==> src/rtl/thermal_avg_pkg.sv <==
// Package: shared default sizes for the thermal sample averager.
// Assumes a 200 MHz clock when deriving the default sample period.
package thermal_avg_pkg;
    localparam int unsigned TA_TEMP_W       = 8;      // sensor word width
    localparam int unsigned TA_REL_W        = 8;      // relative reading width
    localparam int unsigned TA_IW           = 23;     // covers 20 ms at 200 MHz
    localparam int unsigned TA_DEFAULT_TICK = 16400;  // 82 us at 200 MHz
endpackage

==> src/rtl/thermal_tick_timer.sv <==
// Module: thermal_tick_timer
// Down-counter that raises tick_o for one cycle each time it reaches zero,
// then reloads from interval_i (zero means DEFAULT_TICKS). The interval is
// read only at reload. Assumes DEFAULT_TICKS fits in IW bits.
module thermal_tick_timer #(
    parameter int unsigned IW            = 23,
    parameter int unsigned DEFAULT_TICKS = 16400
) (
    input  logic          clk,
    input  logic          rst_n,
    input  logic [IW-1:0] interval_i,
    output logic          tick_o
);
    localparam logic [IW-1:0] DEF_LOAD = IW'(DEFAULT_TICKS);

    logic [IW-1:0] cnt_q;
    logic [IW-1:0] reload;

    // Pick the reload value, replacing a zero interval with the default.
    always_comb reload = (interval_i == '0) ? DEF_LOAD : interval_i;

    assign tick_o = (cnt_q == '0);

    // Count down; reload on expiry so the period equals the reload value.
    always_ff @(posedge clk) begin
        if (!rst_n)      cnt_q <= '0;
        else if (tick_o) cnt_q <= reload - 1'b1;
        else             cnt_q <= cnt_q - 1'b1;
    end

    // a zero interval at reload starts a full default-length period.
    p_zero_clamp_r2: assert property (@(posedge clk) disable iff (!rst_n)
        (tick_o && interval_i == '0) |=> (cnt_q == DEF_LOAD - 1'b1));

    // between expiries the count only moves down by one, whatever the interval input does.
    p_no_midrun_load_r3: assert property (@(posedge clk) disable iff (!rst_n)
        !tick_o |=> (cnt_q == $past(cnt_q) - 1'b1));
endmodule

==> src/rtl/thermal_sample_capture.sv <==
// Module: thermal_sample_capture
// Keeps the latest valid sensor word and a pending flag. On a timer tick with
// a pending word it issues accept_o together with that word. A reading that
// arrives in the tick cycle stays pending for the next tick.
module thermal_sample_capture #(
    parameter int unsigned TEMP_W = 8
) (
    input  logic              clk,
    input  logic              rst_n,
    input  logic [TEMP_W-1:0] sens_temp_i,
    input  logic              sens_valid_i,
    input  logic              tick_i,
    output logic              accept_o,
    output logic [TEMP_W-1:0] sample_o
);
    logic [TEMP_W-1:0] last_q;
    logic              pend_q;

    assign accept_o = tick_i && pend_q;
    assign sample_o = last_q;

    // Hold the newest reading; a fresh strobe wins over consumption.
    always_ff @(posedge clk) begin
        if (!rst_n) begin
            last_q <= '0;
            pend_q <= 1'b0;
        end else if (sens_valid_i) begin
            last_q <= sens_temp_i;
            pend_q <= 1'b1;
        end else if (tick_i) begin
            pend_q <= 1'b0;
        end
    end

    // once a reading is consumed with no new strobe, no second acceptance follows.
    p_consume_once_r10: assert property (@(posedge clk) disable iff (!rst_n)
        (accept_o && !sens_valid_i) |=> !pend_q);
endmodule

==> src/rtl/thermal_half_filter.sv <==
// Module: thermal_half_filter
// Recursive half-weight average in fixed point with one fractional bit.
// Seeds directly on the first sample after reset or after a disable, and
// passes samples straight through while disabled. upd_o marks the cycle in
// which filt_o holds a freshly written value.
module thermal_half_filter #(
    parameter int unsigned TEMP_W = 8
) (
    input  logic              clk,
    input  logic              rst_n,
    input  logic              en_i,
    input  logic              accept_i,
    input  logic [TEMP_W-1:0] sample_i,
    output logic [TEMP_W:0]   filt_o,
    output logic              upd_o
);
    localparam int unsigned QW = TEMP_W + 1;

    logic [QW-1:0] q_q;
    logic          seeded_q;
    logic          upd_q;
    logic [QW-1:0] samp_fx;
    logic [QW:0]   sum;
    logic [QW-1:0] avg;

    // Widen the sample to half-degree units and form the rounded-down mean.
    always_comb begin
        samp_fx = {sample_i, 1'b0};
        sum     = {1'b0, q_q} + {1'b0, samp_fx};
        avg     = sum[QW:1];
    end

    // Update the filter state on each accepted sample.
    always_ff @(posedge clk) begin
        if (!rst_n) begin
            q_q      <= '0;
            seeded_q <= 1'b0;
        end else begin
            if (accept_i) begin
                q_q <= (en_i && seeded_q) ? avg : samp_fx;
            end
            if (!en_i)         seeded_q <= 1'b0;
            else if (accept_i) seeded_q <= 1'b1;
        end
    end

    // Flag the cycle in which the new value is visible.
    always_ff @(posedge clk) begin
        if (!rst_n) upd_q <= 1'b0;
        else        upd_q <= accept_i;
    end

    assign filt_o = q_q;
    assign upd_o  = upd_q;

    // an unseeded acceptance loads the sample unblended.
    p_seed_r5: assert property (@(posedge clk) disable iff (!rst_n)
        (accept_i && en_i && !seeded_q) |=> (q_q == {$past(sample_i), 1'b0}));

    // bypass loads the sample unblended.
    p_bypass_r6: assert property (@(posedge clk) disable iff (!rst_n)
        (accept_i && !en_i) |=> (q_q == {$past(sample_i), 1'b0}));

    // a blended result lies between the old state and the new sample.
    p_avg_between_r4: assert property (@(posedge clk) disable iff (!rst_n)
        (accept_i && en_i && seeded_q) |=>
            ((q_q >= $past(q_q) || q_q >= {$past(sample_i), 1'b0}) &&
             (q_q <= $past(q_q) || q_q <= {$past(sample_i), 1'b0})));

    // without acceptance the state holds.
    p_hold_r10: assert property (@(posedge clk) disable iff (!rst_n)
        !accept_i |=> $stable(q_q));
endmodule

==> src/rtl/thermal_rel_encoder.sv <==
// Module: thermal_rel_encoder
// Converts the filtered value into a saturated, non-positive offset from the
// trip temperature, registered together with a one-cycle strobe. Uses an
// arithmetic shift so the fractional half-degree rounds toward minus infinity.
// Assumes REL_W <= TEMP_W + 2.
module thermal_rel_encoder #(
    parameter int unsigned TEMP_W = 8,
    parameter int unsigned REL_W  = 8
) (
    input  logic                    clk,
    input  logic                    rst_n,
    input  logic [TEMP_W:0]         filt_i,
    input  logic [TEMP_W-1:0]       trip_i,
    input  logic                    upd_i,
    output logic signed [REL_W-1:0] rel_o,
    output logic                    strobe_o
);
    localparam int unsigned DW    = TEMP_W + 2;
    localparam int              MIN_I = -(2 ** (REL_W - 1));
    localparam logic signed [DW-1:0] RMIN = DW'(MIN_I);

    logic signed [DW-1:0]    diff2;
    logic signed [DW-1:0]    diff;
    logic signed [REL_W-1:0] rel_d;
    logic signed [REL_W-1:0] rel_q;
    logic                    strobe_q;

    // Difference in half degrees, floored to whole degrees, then clamped.
    always_comb begin
        diff2 = $signed({1'b0, filt_i}) - $signed({1'b0, trip_i, 1'b0});
        diff  = diff2 >>> 1;
        if (diff >= 0)        rel_d = '0;
        else if (diff < RMIN) rel_d = RMIN[REL_W-1:0];
        else                  rel_d = diff[REL_W-1:0];
    end

    // Publish the reading with its strobe one cycle after the filter update.
    always_ff @(posedge clk) begin
        if (!rst_n) begin
            rel_q    <= '0;
            strobe_q <= 1'b0;
        end else begin
            strobe_q <= upd_i;
            if (upd_i) rel_q <= rel_d;
        end
    end

    assign rel_o    = rel_q;
    assign strobe_o = strobe_q;

    // the reported offset is never positive.
    p_nonpositive_r7: assert property (@(posedge clk) disable iff (!rst_n)
        rel_q[REL_W-1] || (rel_q == '0));

    // the reading changes only in a strobe cycle.
    p_rel_with_strobe_r8: assert property (@(posedge clk) disable iff (!rst_n)
        !strobe_q |-> $stable(rel_q));
endmodule

==> src/rtl/thermal_avg_reporter.sv <==
// Module: thermal_avg_reporter (top)
// Sample timer, capture, half-weight filter and relative encoder, plus a host
// poll port that returns the latest completed relative reading one cycle after
// a request. Assumes the sensor strobe and inputs are synchronous to clk.
module thermal_avg_reporter
    import thermal_avg_pkg::*;
#(
    parameter int unsigned TEMP_W        = TA_TEMP_W,
    parameter int unsigned REL_W         = TA_REL_W,
    parameter int unsigned IW            = TA_IW,
    parameter int unsigned DEFAULT_TICKS = TA_DEFAULT_TICK
) (
    input  logic                    clk,
    input  logic                    rst_n,
    input  logic [TEMP_W-1:0]       sens_temp,
    input  logic                    sens_valid,
    input  logic [IW-1:0]           interval_ticks,
    input  logic                    filt_en,
    input  logic [TEMP_W-1:0]       trip_temp,
    output logic [TEMP_W:0]         filt_temp,
    output logic signed [REL_W-1:0] rel_temp,
    output logic                    new_sample,
    input  logic                    poll_req,
    output logic                    poll_ack,
    output logic signed [REL_W-1:0] poll_data
);
    logic              tick;
    logic              accept;
    logic [TEMP_W-1:0] sample;
    logic              upd;
    logic              ack_q;
    logic signed [REL_W-1:0] pdata_q;

    thermal_tick_timer #(.IW(IW), .DEFAULT_TICKS(DEFAULT_TICKS)) timer_i (
        .clk(clk), .rst_n(rst_n), .interval_i(interval_ticks), .tick_o(tick));

    thermal_sample_capture #(.TEMP_W(TEMP_W)) capture_i (
        .clk(clk), .rst_n(rst_n), .sens_temp_i(sens_temp),
        .sens_valid_i(sens_valid), .tick_i(tick),
        .accept_o(accept), .sample_o(sample));

    thermal_half_filter #(.TEMP_W(TEMP_W)) filter_i (
        .clk(clk), .rst_n(rst_n), .en_i(filt_en), .accept_i(accept),
        .sample_i(sample), .filt_o(filt_temp), .upd_o(upd));

    thermal_rel_encoder #(.TEMP_W(TEMP_W), .REL_W(REL_W)) encoder_i (
        .clk(clk), .rst_n(rst_n), .filt_i(filt_temp), .trip_i(trip_temp),
        .upd_i(upd), .rel_o(rel_temp), .strobe_o(new_sample));

    // Answer each poll with the latest completed reading.
    always_ff @(posedge clk) begin
        if (!rst_n) begin
            ack_q   <= 1'b0;
            pdata_q <= '0;
        end else begin
            ack_q <= poll_req;
            if (poll_req) pdata_q <= rel_temp;
        end
    end

    assign poll_ack  = ack_q;
    assign poll_data = pdata_q;

    // a poll is answered next cycle with the reading seen at the request.
    p_poll_answer_r9: assert property (@(posedge clk) disable iff (!rst_n)
        poll_req |=> (poll_ack && poll_data == $past(rel_temp)));

    // a strobe always follows a change of the filtered value's source.
    p_strobe_after_accept_r8: assert property (@(posedge clk) disable iff (!rst_n)
        new_sample |-> $past(accept, 2));
endmodule

==> config.mk <==
export PLATFORM = sky130hd
export DESIGN_NAME = thermal_avg_reporter
export DESIGN_NICKNAME = d
export VERILOG_FILES = /design/src/rtl/thermal_avg_pkg.sv /design/src/rtl/thermal_tick_timer.sv /design/src/rtl/thermal_sample_capture.sv /design/src/rtl/thermal_half_filter.sv /design/src/rtl/thermal_rel_encoder.sv /design/src/rtl/thermal_avg_reporter.sv
export SDC_FILE = /design/constraint.sdc
export NUM_CORES = 1
export LEC_CHECK = 0
export ABC_AREA = 1
export BUFFER_PORTS_ARGS = -buffer_cell sky130_fd_sc_hd__buf_2
export CORE_AREA = 2 2 98 100
export CTS_CLUSTER_DIAMETER = 100
export DETAILED_ROUTE_END_ITERATION = 7
export DIE_AREA = 0 0 100 102
export PLACE_DENSITY = 0.68
export SYNTH_ARGS = -nofsm -noshare
export SYNTH_HDL_FRONTEND = slang
export SYNTH_HIERARCHICAL = 1
export SYNTH_SLANG_ARGS = --single-unit
==> constraint.sdc <==
create_clock -name clk -period 1.86 [get_ports clk]
set_input_delay 0.279 -clock clk [delete_from_list [all_inputs] [get_ports clk]]
set_output_delay 0.279 -clock clk [all_outputs]
set_load 0.02 [all_outputs]
==> impl_metrics.json, run 1 <==
{
  "slowest_delay_ns": 0.30,
  "hold_viol": 0,
  "power_frac_seq": 0.224,
  "ys_seq_area_frac": 0.302,
  "cts_made_buffers": 9,
  "synth_largest_area_cell": "dfxtp_1",
  "drtPass1Iterations": 5,
  "initial_core_util": 0.444,
  "final_util": 0.604,
  "critPathBufInv": 1,
  "tightest_slew_ns": 0.437,
  "switchingPower_mw": 3.41,
  "synth_area_per_cell_um2": 6.31,
  "ir_drop_mv": 0.619,
  "relSlewSlack": 0.706,
  "power_leakage_nw": 2.84,
  "post-route-period-util": 1.09,
  "htree_levels": 3,
  "synth_area_leaders": "dfxtp_1 (30%), nand2_1 (16%), nor2_1 (9.7%), inv_1 (9.6%), ha_1 (5.6%)",
  "whs_path_depth": 3,
  "gr-total-overflow": 0,
  "setup_viol": 18,
  "internal_power_mw": 4.03,
  "worstSetupEndpointType": "flip-flop",
  "grt_start_max_net_pins": 18,
  "dieArea_mm2": 0.0102,
  "syn_area_mm2": 0.00405,
  "worstSetupStartpoint": "timer_i/cnt_q[22]$_SDFF_PN0_",
  "vias": 4332,
  "die_w_um": 100,
  "final_nets": 836,
  "syn_nets": 705,
  "place_hpwl_mm": 8.37,
  "antenna_found_initial": 0,
  "ctsLongestPathBuffers": 2,
  "crit_cells": 14,
  "critPathLaunchType": "flip-flop",
  "path_class": "flip-flop to flip-flop",
  "place_inst": 853,
  "postSynthCellCount": 641,
  "hold_class": "input pin to flip-flop",
  "netlist.area_leader.share": 0.302,
  "synth_top_family_by_area": "simple AND/OR/NAND/NOR gates",
  "r2r_setup_slack_ns": -0.16,
  "ant_nets": 0,
  "area_delta_synth_final_pct": 35.9,
  "grt_pass1_vias": 3960,
  "fmax_mhz": 494,
  "synth_edf_count": 0,
  "cp.required_ns": 2.10,
  "ys_ff_latch": 61,
  "fp.coreArea_mm2": 0.00911,
  "cts_root_buffer": "clkbuf_8",
  "dr.first_iter.drc_count": 286,
  "viasPerCell": 4.88,
  "drive_gt1_frac": 0.367,
  "drc": 0,
  "clock-skew-final_ns": 0.0102,
  "cts_tree": "built",
  "post-synth-top-count-cell": "nand2_1",
  "ys.flop_type": "dfxtp_1",
  "postSynth.asyncResetShare": 0,
  "pin_count": 71,
  "critPathTopFamily": "simple AND/OR/NAND/NOR gates",
  "diodes": 0,
  "fin_crit_ns": 2.02,
  "clk_latency_ns": 0.34,
  "slowest_stage": "dfxtp_1",
  "wl_mm": 11.4,
  "synth-compound-area-share": 0.0986,
  "finalMaxSlewViolations": 0,
  "cts.sinks": 61,
  "grt_pass1_wl_mm": 17.8,
  "gp_congestion": 0.916,
  "crit_arrival_ns": 2.26,
  "track_usage": 0.219,
  "yosys_warnings": 6,
  "p_comb_frac": 0.614,
  "synth-xor-area-share": 0.0151,
  "status": "finished, violations left",
  "netlist_top_cells_count": "nand2_1 (176), nor2_1 (105), inv_1 (103)",
  "min-delay-start": "sens_temp[4]",
  "rsz0062_at_grt": "true",
  "fill_cells": 862,
  "synthSimpleGateAreaFrac": 0.401,
  "p_per_area_mw_per_mm2": 1350,
  "switching_share": 0.458,
  "worst_slack_ns": -0.163,
  "maxCapViolations": 0,
  "io_buffers": 70,
  "rr_worst_depth": 14,
  "synthMuxAreaShare": 0,
  "die_height_um": 102,
  "path_cells": "inv_1 > nand2_2 > nor2_4 > nand2_4 > nor2_4 > nand2_1 > nand2_2 > nand2_2 > nor2_4 > nand3_2 > nor2_2 > nand2_1 > nand2_1 > nor2_1",
  "p_clk_frac": 0.163,
  "rows": 35,
  "violations": "negative setup slack",
  "synth.distinct_cells": 31,
  "routedWlPerCell_um": 12.9,
  "cts.reportedPaths.clkPinSlew_ns": 0.08,
  "worstPathMaxFanout": 5,
  "synthAdderAreaFrac": 0.0655,
  "fin_cells": 888,
  "reg2reg_from": "timer_i/cnt_q[22]$_SDFF_PN0_"
}
==> metrics by stage <==
step	power, mW	hold slack (ns)	setup slack, ns	instance area [µm²]	TNS [ns]
after floorplan	3.94	0.377	-0.00542	4060	-0.00542
after global placement	4.96	0.442	-0.108	4790	-0.884
after detailed placement	5.03	0.444	-0.152	4790	-1.42
after CTS	6.80	0.149	-0.133	5210	-1.18
after global routing	7.91	0.148	-0.262	5500	-3.76
final	7.44	0.160	-0.163	5500	-1.67
==> power by group through the flow <==
stage	Combinational [mW]	Sequential, mW	Clock [mW]
after floorplan	2.29	1.65	0
after global placement	3.32	1.63	0
after detailed placement	3.39	1.64	0
after CTS	3.95	1.62	1.24
after global routing	4.92	1.68	1.31
final	4.57	1.66	1.21
==> kinds of logic after synthesis <==
logic type | after synthesis
and+or+nand+nor | 363
buffers and inverters | 117
AOI/OAI and AO/OA | 73
DFF | 61
adders and majority gates | 20
xor gates and xnor gates | 7
==> worst paths after layout <==
path                                                           end
worst max-delay path                  timer_i/cnt_q[19]$_SDFF_PN0_
worst min-delay path            capture_i/sample_o[4]$_SDFFE_PN0P_
worst max register to register        timer_i/cnt_q[19]$_SDFF_PN0_
worst min register to register       encoder_i/strobe_o$_SDFF_PN0_
==> layout by cell type, fill, tap and decap left out, types with 14 or more instances in the layout <==
cell type  count
nand2_1      150
inv_1         96
nor2_1        87
buf_2         70
buf_4         48
dfxtp_1       44
nand2_2       37
a21oi_1       35
nand3_1       20
nor2_2        18
nor2_4        18
dfxtp_2       16
o21ai_0       14
ha_1          14
==> sequential cells by signal, summed over array words and instances (netlist names) <==
name and count:
timer_i/cnt_q 23, filter_i/filt_o 9, capture_i/sample_o 8, encoder_i/rel_o 8, poll_data 8, capture_i/pend_q 1
encoder_i/strobe_o 1, filter_i/seeded_q 1, filter_i/upd_o 1, poll_ack 1
==> final cells by class <==
type | instances | area [µm²] | share of cell area
clock buffer | 9 | 124 | 0.0225
clock inverter | 7 | 75.1 | 0.0136
inverter | 110 | 418 | 0.0760
multi-input combinational | 464 | 2680 | 0.486
sequential | 61 | 1240 | 0.226
tap | 111 | 139 | 0.0252
timing repair buffer | 126 | 826 | 0.150
==> worst register-to-register path: stages (launching register included) <==
cell     delay, ns
dfxtp_1       0.30
inv_1         0.11
nand2_2       0.09
nor2_4        0.24
nand2_4       0.11
nor2_4        0.20
nand2_1       0.09
nand2_2       0.10
nand2_2       0.07
nor2_4        0.15
nand3_2       0.13
nor2_2        0.15
nand2_1       0.07
nand2_1       0.07
nor2_1        0.04
==> repair_timing <==
action | 4_1_cts | 5_1_grt
buffers inserted | 8 | 9
gates cloned | 2 | 0
pin swaps | 19 | 36
hold buffers | 0 | 0
resized for setup | 46 | 77
endpoints found under the setup margin | 18 | 38
==> layer usage <==
layer / GRT usage / vias to the layer above / wire (µm)
li1: - / 2237 / -
met2: 0.386 / 94 / 5680
met3: 0.0376 / 18 / 364
met5: 0 / - / 0
met4: 0.0790 / 0 / 210
met1: 0.270 / 1983 / 5180
No activity file was read; power rests on OpenSTA's default activity.
==> inputs of run 2 (changes only) <==
--- a/config.mk
+++ b/config.mk
@@ -7,11 +7,13 @@
 export LEC_CHECK = 0
 export ABC_AREA = 1
 export BUFFER_PORTS_ARGS = -buffer_cell sky130_fd_sc_hd__buf_2
-export CORE_AREA = 2 2 98 100
+export CELL_PAD_IN_SITES_DETAIL_PLACEMENT = 2
+export CELL_PAD_IN_SITES_GLOBAL_PLACEMENT = 2
+export CORE_AREA = 2 2 126 128
 export CTS_CLUSTER_DIAMETER = 100
 export DETAILED_ROUTE_END_ITERATION = 7
-export DIE_AREA = 0 0 100 102
-export PLACE_DENSITY = 0.68
+export DIE_AREA = 0 0 128 130
+export PLACE_DENSITY = 0.75
 export SYNTH_ARGS = -nofsm -noshare
 export SYNTH_HDL_FRONTEND = slang
 export SYNTH_HIERARCHICAL = 1
==> run 2 against run 1 <==
Highest routed layer unchanged. The flow still finishes with violations (negative setup slack). Sequential cell count is the same. Global-route usage shrank 0.73 points. Wire length increased by 94%. Critical path type unchanged. Sequential share of layout area down 2.9 points. Setup slack got worse by 0.25 ns.
==> impl_metrics.json, run 2 (synthesis gave the netlist of run 1 again) <==
{
  "violations": "negative setup slack",
  "place_hpwl_mm": 12.2,
  "hold_viol": 0,
  "worstPathMaxFanout": 4,
  "status": "finished, violations left",
  "die_w_um": 128,
  "worst_slack_ns": -0.411,
  "rows": 46,
  "dieArea_mm2": 0.0166,
  "finalMaxSlewViolations": 0,
  "final_nets": 869,
  "layout_common_cells": "nand2_1 (129), inv_1 (95), nor2_1 (75)",
  "fin_cells": 1002,
  "cts_made_buffers": 9,
  "routedWlPerCell_um": 22.2,
  "crit_arrival_ns": 2.54,
  "dr.first_iter.drc_count": 194,
  "place_inst": 952,
  "htree_levels": 3,
  "p_per_area_mw_per_mm2": 1520,
  "worstSetupEndpointType": "flip-flop",
  "r2r_setup_slack_ns": -0.41,
  "drtPass1Iterations": 4,
  "vias": 4960,
  "hold_class": "input pin to flip-flop",
  "clk_latency_ns": 0.35,
  "power_leakage_nw": 3.15,
  "rsz0062_at_grt": "true",
  "fmax_mhz": 440,
  "ant_nets": 0,
  "totalPowerFinal_mw": 9.64,
  "diodes": 0,
  "whs_ns": 0.151,
  "grt_pass1_wl_mm": 27.1,
  "final_util": 0.412,
  "ctsLongestPathBuffers": 2,
  "path_class": "flip-flop to flip-flop",
  "cp.required_ns": 2.13,
  "io_buffers": 70,
  "ir_drop_mv": 0.643,
  "post-route-period-util": 1.22,
  "setup_viol": 39,
  "antenna_found_initial": 0,
  "grt_start_max_net_pins": 23,
  "gr-total-overflow": 0,
  "maxCapViolations": 0,
  "wl_mm": 22.2,
  "relSlewSlack": 0.710,
  "die_height_um": 130,
  "cts.sinks": 61,
  "layout_commonest_cell": "nand2_1",
  "drc": 0,
  "fin_crit_ns": 2.27,
  "area_delta_synth_final_pct": 57.2,
  "largest_register_ffs": 23,
  "fill_cells": 1825,
  "cts.reportedPaths.clkPinSlew_ns": 0.06,
  "clock-skew-final_ns": 0.0104,
  "cts_tree": "built",
  "pin_count": 71,
  "fp.coreArea_mm2": 0.0154,
  "top_register": "timer_i/cnt_q",
  "initial_core_util": 0.262,
  "cts_root_buffer": "clkbuf_16",
  "track_usage": 0.212,
  "grt_pass1_vias": 5139,
  "tightest_slew_ns": 0.431,
  "gp_congestion": 0.833,
  "drive_gt1_frac": 0.463,
  "viasPerCell": 4.95,
  "critPathLaunchType": "flip-flop"
}
run 2: cell count changes in the layout (fill, tap and decap cells not counted), moves of 8 or more:
cell / previous run / this run
nand2_1: 150 / 129
a21oi_1: 35 / 22
a21oi_2: 10 / 21
nor2_1: 87 / 75
buf_4: 48 / 65
nand2_2: 37 / 45
clkbuf_16: 0 / 9
clkbuf_8: 9 / 1
nand2_4: 8 / 19
buf_6: 6 / 18
run 2: worst paths after layout:
path / start / to / cells after the start
setup / recovery: timer_i/cnt_q[6]$_SDFF_PN0_ / timer_i/cnt_q[18]$_SDFF_PN0_ / 16
setup reg to reg: timer_i/cnt_q[6]$_SDFF_PN0_ / timer_i/cnt_q[18]$_SDFF_PN0_ / 16
hold reg to reg: poll_data[1]$_SDFFE_PN0P_ / poll_data[1]$_SDFFE_PN0P_ / 2
hold / removal: sens_temp[4] / capture_i/sample_o[4]$_SDFFE_PN0P_ / 3
run 2: final cells by class:
cell class              count  area [µm²]  share of cell area
clock inverters             5        58.8             0.00924
clock buffers              11         243              0.0382
repair inverters            1        11.3             0.00177
flip-flops and latches     61        1250               0.197
repair buffers            159        1150               0.180
inverters                 110         438              0.0688
multi-input cells         463        2970               0.467
well taps                 192         240              0.0378
run 2: through the flow:
step	setup TNS [ns]	setup slack, ns	instance area (µm²)
finish	-7.42	-0.411	6360
global route	-10.57	-0.502	6360
CTS	-3.64	-0.226	5680
detailed placement	-3.60	-0.285	5030
global placement	-1.80	-0.184	5030
floorplan	-0.00542	-0.00542	4060
run 2: layer usage:
layer  share of wire  wire length [µm]  vias to the layer above  GRT usage
met3           0.030               675                       58     0.0316
met2            0.54             12000                      116      0.400
met1            0.39              8640                     2483      0.242
li1                -                 -                     2303          -
met5               0                 0                        -          0
met4           0.042               925                        0     0.0789
run 2: timing repair:
action,CTS,global route
endpoints found under the hold margin,0,0
resized for setup,68,170
pin swaps,29,58
setup buffers,14,23
gates cloned,0,1
hold buffers,0,0
setup endpoints to repair,29,38
run 2: report_power, final:
part	switching [mW]	internal, mW
combinational	3.73	2.43
clock	0.703	1.08
sequential	0.174	1.53
run 2: worst max-delay path: stages (launching register included):
cell	delay [ns]
dfxtp_1	0.37
nor2_2	0.06
nand2_2	0.09
nor2_4	0.06
buf_4	0.14
nand3_4	0.12
o21bai_4	0.07
inv_2	0.10
ha_4	0.17
nand3_4	0.10
nor2_4	0.22
nand2_4	0.09
nor2_4	0.15
nand3_2	0.12
nand2_2	0.08
nand2_1	0.07
nor2_1	0.16
